### src/rtl/nmr_pkg.sv
package nmr_pkg;
  // strobes from control to datapath
  typedef struct packed {
    logic load;   // capture the voted word this cycle
  } ctlStrobe_t;
endpackage

### src/rtl/nmr_datapath.sv
module nmr_datapath
  import nmr_pkg::*;
#(
  parameter int N = 3,
  parameter int S = 1,
  parameter int W = 8
) (
  input  logic                      clk,
  input  logic                      rstN,
  input  logic [(N+S)*W-1:0]        modData,
  input  logic [N*((N+S)>1 ? $clog2(N+S) : 1)-1:0] slotMap,
  input  ctlStrobe_t                strobe,
  output logic [W-1:0]              voteOut,
  output logic                      voteValid,
  output logic [N-1:0]              disagree
);
  localparam int M    = N + S;
  localparam int IDXW = (M > 1) ? $clog2(M) : 1;
  localparam int HALF = N / 2;

  logic [W-1:0] slotWord [N];
  logic [W-1:0] majority;

  // slot multiplexers
  always_comb begin
    for (int i = 0; i < N; i++) begin
      slotWord[i] = '0;
      for (int k = 0; k < M; k++) begin
        if (slotMap[i*IDXW +: IDXW] == IDXW'(k)) slotWord[i] = modData[k*W +: W];
      end
    end
  end

  // bitwise majority
  for (genvar b = 0; b < W; b++) begin : g_bit
    logic [N-1:0] column;
    always_comb begin
      for (int i = 0; i < N; i++) column[i] = slotWord[i][b];
      majority[b] = ($countones(column) > HALF);
    end
  end

  // disagreement vector
  always_comb begin
    for (int i = 0; i < N; i++) disagree[i] = (slotWord[i] != majority);
  end

  always_ff @(posedge clk) begin
    if (!rstN) begin
      voteOut   <= '0;
      voteValid <= 1'b0;
    end else begin
      voteValid <= strobe.load;
      if (strobe.load) voteOut <= majority;
    end
  end

  AST_VALID_PIPE: assert property (@(posedge clk) disable iff (!rstN)
    strobe.load |=> voteValid);
  AST_IDLE_HOLD: assert property (@(posedge clk) disable iff (!rstN)
    !strobe.load |=> (!voteValid && $stable(voteOut)));
endmodule

### src/rtl/nmr_control.sv
module nmr_control
  import nmr_pkg::*;
#(
  parameter int N = 3,
  parameter int S = 1
) (
  input  logic                 clk,
  input  logic                 rstN,
  input  logic                 inValid,
  input  logic [N-1:0]         disagree,
  output logic [N*((N+S)>1 ? $clog2(N+S) : 1)-1:0] slotMap,
  output logic [N+S-1:0]       faultVec,
  output logic                 exhausted,
  output ctlStrobe_t           strobe
);
  localparam int M    = N + S;
  localparam int IDXW = (M > 1) ? $clog2(M) : 1;
  localparam int SCW  = $clog2(S + 1) > 0 ? $clog2(S + 1) : 1;
  localparam logic [SCW-1:0] SMAX = SCW'(S);

  logic [SCW-1:0]    usedCnt, nUsed;
  logic [N*IDXW-1:0] nMap;
  logic [M-1:0]      nFault;
  logic              nExh;

  assign strobe.load = inValid;

  always_comb begin
    nMap   = slotMap;
    nFault = faultVec;
    nUsed  = usedCnt;
    nExh   = exhausted;
    if (inValid) begin
      for (int i = 0; i < N; i++) begin
        if (disagree[i]) begin
          for (int k = 0; k < M; k++) begin
            if (slotMap[i*IDXW +: IDXW] == IDXW'(k)) nFault[k] = 1'b1;
          end
          if (nUsed < SMAX) begin
            nMap[i*IDXW +: IDXW] = IDXW'(N + int'(nUsed));
            nUsed = nUsed + 1'b1;
          end else begin
            nExh = 1'b1;
          end
        end
      end
    end
  end

  always_ff @(posedge clk) begin
    if (!rstN) begin
      for (int i = 0; i < N; i++) slotMap[i*IDXW +: IDXW] <= IDXW'(i);
      faultVec  <= '0;
      usedCnt   <= '0;
      exhausted <= 1'b0;
    end else begin
      slotMap   <= nMap;
      faultVec  <= nFault;
      usedCnt   <= nUsed;
      exhausted <= nExh;
    end
  end

  AST_FAULT_STICKY: assert property (@(posedge clk) disable iff (!rstN)
    1'b1 |=> ((faultVec & $past(faultVec)) == $past(faultVec)));
  AST_IDLE_FROZEN: assert property (@(posedge clk) disable iff (!rstN)
    !inValid |=> ($stable(slotMap) && $stable(faultVec) && $stable(exhausted)));
  AST_SWAP_TAKES: assert property (@(posedge clk) disable iff (!rstN)
    (inValid && (|disagree) && (usedCnt < SMAX)) |=> (slotMap != $past(slotMap)));
  AST_EXH_STICKY: assert property (@(posedge clk) disable iff (!rstN)
    exhausted |=> exhausted);
  AST_EXH_CAUSE: assert property (@(posedge clk) disable iff (!rstN)
    $rose(exhausted) |-> $past(inValid && (|disagree)));
endmodule

### src/rtl/nmr_spare_voter.sv
module nmr_spare_voter
  import nmr_pkg::*;
#(
  parameter int N = 3,
  parameter int S = 1,
  parameter int W = 8
) (
  input  logic                 clk,
  input  logic                 rstN,
  input  logic [(N+S)*W-1:0]   modData,
  input  logic                 inValid,
  output logic [W-1:0]         voteOut,
  output logic                 voteValid,
  output logic [N*((N+S)>1 ? $clog2(N+S) : 1)-1:0] slotMap,
  output logic [N+S-1:0]       faultVec,
  output logic                 sparesExhausted
);
  ctlStrobe_t   strobe;
  logic [N-1:0] disagree;

  nmr_control #(.N(N), .S(S)) i_ctl (
    .clk(clk), .rstN(rstN), .inValid(inValid), .disagree(disagree),
    .slotMap(slotMap), .faultVec(faultVec), .exhausted(sparesExhausted),
    .strobe(strobe)
  );

  nmr_datapath #(.N(N), .S(S), .W(W)) i_dp (
    .clk(clk), .rstN(rstN), .modData(modData), .slotMap(slotMap),
    .strobe(strobe), .voteOut(voteOut), .voteValid(voteValid),
    .disagree(disagree)
  );
endmodule

### config.mk
export PLATFORM = sky130hd
export DESIGN_NAME = nmr_spare_voter
export DESIGN_NICKNAME = d
export VERILOG_FILES = /design/src/rtl/nmr_pkg.sv /design/src/rtl/nmr_datapath.sv /design/src/rtl/nmr_control.sv /design/src/rtl/nmr_spare_voter.sv
export SDC_FILE = /design/constraint.sdc
export NUM_CORES = 1
export LEC_CHECK = 0
export CORE_UTILIZATION = 45
export DETAILED_ROUTE_END_ITERATION = 6
export PLACE_DENSITY = 0.78
export SLEW_MARGIN = 20
export SYNTH_ARGS = -nofsm -noshare
export SYNTH_HDL_FRONTEND = slang
export SYNTH_SLANG_ARGS = --single-unit
### constraint.sdc
create_clock -name clk -period 3.1 [get_ports clk]
set_input_delay 0.62 -clock clk [delete_from_list [all_inputs] [get_ports clk]]
set_output_delay 0.62 -clock clk [all_outputs]
set_load 0.03 [all_outputs]
==> summary.md, run 1 <==
The run finished, with violations left. The final reports fail on negative setup slack. The setup slack after layout is -0.144 ns. The first global-routing pass estimated 12200 um of wire. The library cell with the largest summed area after synthesis was dfxtp_1. The floorplan step defined a core boundary enclosing 4410 sq um. In the synthesized netlist, the number of instances is 215. Clock-pin slew was measured on the worst setup and hold paths at 0.07 ns. Once layout is done, the placed cells without fillers occupy 3670 sq um.

Distinct cell type count after synthesis: 49. For this run, the number of Yosys warnings is 0. The tightest slew margin relative to the limit came out at 65.9%. Global routing finished with a remaining overflow of 0. The setup path with the least slack is of type reg -> reg.

The standby leakage power is 1.57 nW. The most prevalent standard cell on the critical path is buf_4. Entering global routing, the biggest net connects 26 pins. For the final clock skew, the log shows 0.00120 ns. The synthesized netlist devotes 4.79% of its cell area to adder and majority cells. Cells fill 83.2% of the core in the end. The synthesized netlist devotes 15.5% of its cell area to compound gates. Timing would allow up to 308 MHz. The H-tree level count was 1. The net count after synthesis is 258.

Data on the critical path arrives at its endpoint at 3.45 ns. TritonCTS built the clock tree. Setup repair after global routing could not meet its margin everywhere. Yosys attributes the largest share of cell area to dfxtp_1 (19%), mux4_2 (16%), mux2i_1 (9.6%).

A synthesized cell averages 9.71 sq um. From bottom edge to top edge, the die measures 70.1 um. Violation count after the first detailed-routing iteration: 203.

For the slack of the worst reg-to-reg path, the log shows -0.14 ns. The startpoint identified for the worst register-to-register timing path is i_ctl.slotMap[3]. The instance area after placement is 3170 sq um, and the number of vias per cell after detailed routing is 6.43. The worst hold path terminates at i_ctl.faultVec[2]. The slowest stage of the critical path is the mux4_2 cell. The worst register-to-register path has a depth of 12.

Once the floorplan was initialized, standard cells occupied 47.3% of the core. For the total global routing track utilization, the log shows 31.7%. The startpoint identified for the worst hold timing path is i_ctl.faultVec[2].

In this design, the stage delay of the slowest critical-path cell is 0.53 ns. The number of buffers created by CTS came out at 3. Yosys mapped a number of flops with a built-in enable equal to 0. Sorting the synthesized cells by how often they occur yields dfxtp_1 (20), mux2i_1 (20), nor2_1 (20).

Among cell families on the critical path, the largest total delay comes from compound AO/OA/AOI/OAI gates. For the hold violation total from the final report, the log shows 0. Counting the fill cells in the layout gives 218. The count of boundary I/O pins came out at 55. After legalization and detailed placement, the total HPWL measured 4810 um. Summing every instance area after synthesis gives 2090 sq um. IR analysis of the VDD net gives a maximum drop of 0.368 mV.

The worst setup path is captured at a register. Buffers placed on the I/O ports in this run total 54. Final critical-path required period: 3.24 ns. The area added between synthesis and finish was 75.8%. The portion of synthesized cell area occupied by the leading cell type is 19.2%, and the sum of buffers and inverters on the critical path is 3.

The die is 70.1 um wide. The first detailed-routing pass ran for 4 iterations. The tools report the number of antenna violations at the first check in global routing as 0. The count of nets left with antenna violations once routing finished came out at 0.

The count of nets after finishing was 402; the total DRC errors in the routed layout was 0. Area enclosed by the die boundary: 4920 sq um. The worst hold path belongs to the class reg -> reg.

The most used flip-flop cell after synthesis is dfxtp_1. The final layout contains routed wiring with a total length of 9520 um. The initialized floorplan defines 24 standard-cell rows. Power spread over the standard cell area amounts to 286 nW/um^2. The tools report the final number of setup-violating endpoints as 10.

For the number of max-cap violations, the log shows 0. Of the total synthesized cell area, the portion taken by XOR and XNOR cells is 5.87%. The share of flip-flops with an asynchronous set or reset after synthesis is 0%, and the period utilization is 105%.

Maximum fanout count along the critical path: 7. The via count of the first global-routing pass was 2562. The average wire length per cell after detail routing is 23.3 um, and the simple logic cell fraction of the synthesized area is 16.0%. At the worst endpoint, the required time is 3.31 ns. The worst hold path was traced through 2 stages. The dominant combinational cell family by area after synthesis is multiplexers. 0 antenna diodes ended up in the layout.

The register area share after synthesis came out at 19.2%. The tools report the terminus of the critical flop-to-flop path as i_ctl.slotMap[4]. The design draws 1.05 mW. The total clock sinks was 20; the clock latency on the worst-skew pair was 0.26 ns. For the pin with the worst max-slew slack, the measured transition is 0.511 ns. Routability-driven placement finished with a final weighted congestion of 0.858. The worst setup path is launched from a register. The longest clock path from root to sink contains 2 buffers. The final route contains 2628 vias. The root buffer cell chosen for the clock tree is clkbuf_8.

Count of final max-slew check failures: 0. The multiplexer share of the synthesized area was 33.5%. The total of flip-flops plus latches after synthesis works out to 20. In the final layout, the share of cells above drive strength 1 is 48.2%.

The signal on the critical path passes through buf_6 > mux4_2 > ha_4 > nor2b_4 > a221oi_4 > buf_4 > xor2_2 > o2111a_2 > buf_4 > nand3_1 > nor3_2 > o21a_1.
## cells by family (layout without fill, tap and decap cells)
family | after synthesis | after routing
compound gates | 39 | 39
mux | 48 | 48
xor+xnor | 14 | 14
fa+ha+maj | 8 | 8
simple gates | 62 | 62
flops | 20 | 20
buf+inv | 24 | 166
## timing repair
item	in CTS	in global routing
endpoints found under the setup margin	11	10
buffers inserted	17	10
resized for setup	73	24
hold buffers	0	0
pin swaps	32	19
## where the power goes
group | internal [mW] | switching (mW) | total (mW)
Combinational | 0.301 | 0.292 | 0.593
Sequential | 0.273 | 0.0131 | 0.286
Clock | 0.0867 | 0.0828 | 0.169
Total | 0.661 | 0.387 | 1.05
## stage by stage
step	setup TNS, ns	instances	hold WS (ns)	worst slack, ns
after floorplan	0	215	0.482	0.00445
after global placement	-4.07	380	0.439	-0.466
after detailed placement	-4.89	380	0.443	-0.545
after CTS	0	400	0.459	0.00854
after global routing	-1.30	409	0.478	-0.187
final	-0.889	409	0.457	-0.144
## metal layers
layer | vias to the layer above | track usage [%] | share of wire [%]
met5 | - | 0 | 0
met4 | 0 | 17.6 | 8.6
met3 | 84 | 4.04 | 8.2
met2 | 205 | 57.5 | 46
met1 | 1235 | 35.6 | 37
li1 | 1104 | - | -
## flip-flops by register name (all words and copies together) (netlist names)
register and count:
i_ctl.exhausted 1, i_ctl.faultVec 4, i_dp.voteOut 8, i_dp.voteValid 1, i_ctl.slotMap 5, i_ctl.usedCnt 1
## worst max path at each step
stage | start | to | cells past startpoint
floorplan | i_ctl.slotMap[2] | i_ctl.exhausted | 9
global placement | modData[13] | i_ctl.exhausted | 9
detailed placement | modData[27] | i_ctl.exhausted | 10
CTS | modData[28] | i_ctl.exhausted | 9
global route | i_ctl.slotMap[3] | i_ctl.exhausted | 12
finish | i_ctl.slotMap[3] | i_ctl.slotMap[4] | 12
## worst register-to-register path: stages, from the launching register on
cell	delay (ns)
dfxtp_4	0.44
buf_6	0.12
mux4_2	0.53
ha_4	0.25
nor2b_4	0.13
a221oi_4	0.33
buf_4	0.19
xor2_2	0.23
o2111a_2	0.30
buf_4	0.14
nand3_1	0.12
nor3_2	0.26
o21a_1	0.14
## final cells by class
type	instances	area (sq um)	share of cell area (%)
multi-input cells	171	1860	50.8
well taps	52	65.1	1.77
repair buffers	152	1250	34.2
inverters	11	41.3	1.12
flip-flops and latches	20	404	11.0
clock buffers	3	41.3	1.12
## cells in the final DEF, fill, tap and decap left out, types with 2 or more instances in the layout
cell type,instances
a211oi_1,3
nand2_2,2
nor2_1,20
and2_1,4
nand2_1,8
mux2_2,10
nand3_1,2
mux2i_1,20
o2bb2ai_1,3
nand2b_1,5
xor2_1,6
o221ai_2,6
a21oi_1,8
buf_2,4
buf_6,7
mux4_2,15
buf_4,91
a221oi_4,2
dfxtp_1,19
xor2_2,2
xnor2_1,5
inv_1,10
o21ai_0,2
dlymetal6s2s_1,2
o2111a_2,2
clkdlybuf4s15_1,3
clkbuf_8,3
clkdlybuf4s50_1,22
o21a_1,2
ha_4,8
nor3_1,2
dlygate4sd2_1,22
nor3b_1,2
nand2b_4,2
nor4_2,2
mux2_1,2
(Power assumes the default switching activity.)
==> run 2, diff against run 1 <==
--- a/config.mk
+++ b/config.mk
@@ -5,6 +5,7 @@
 export SDC_FILE = /design/constraint.sdc
 export NUM_CORES = 1
 export LEC_CHECK = 0
+export ABC_AREA = 0
 export CORE_UTILIZATION = 45
 export DETAILED_ROUTE_END_ITERATION = 6
 export PLACE_DENSITY = 0.78
==> results of run 2 <==
Same layout as run 1: the final DEF is identical, and so are final timing and power.
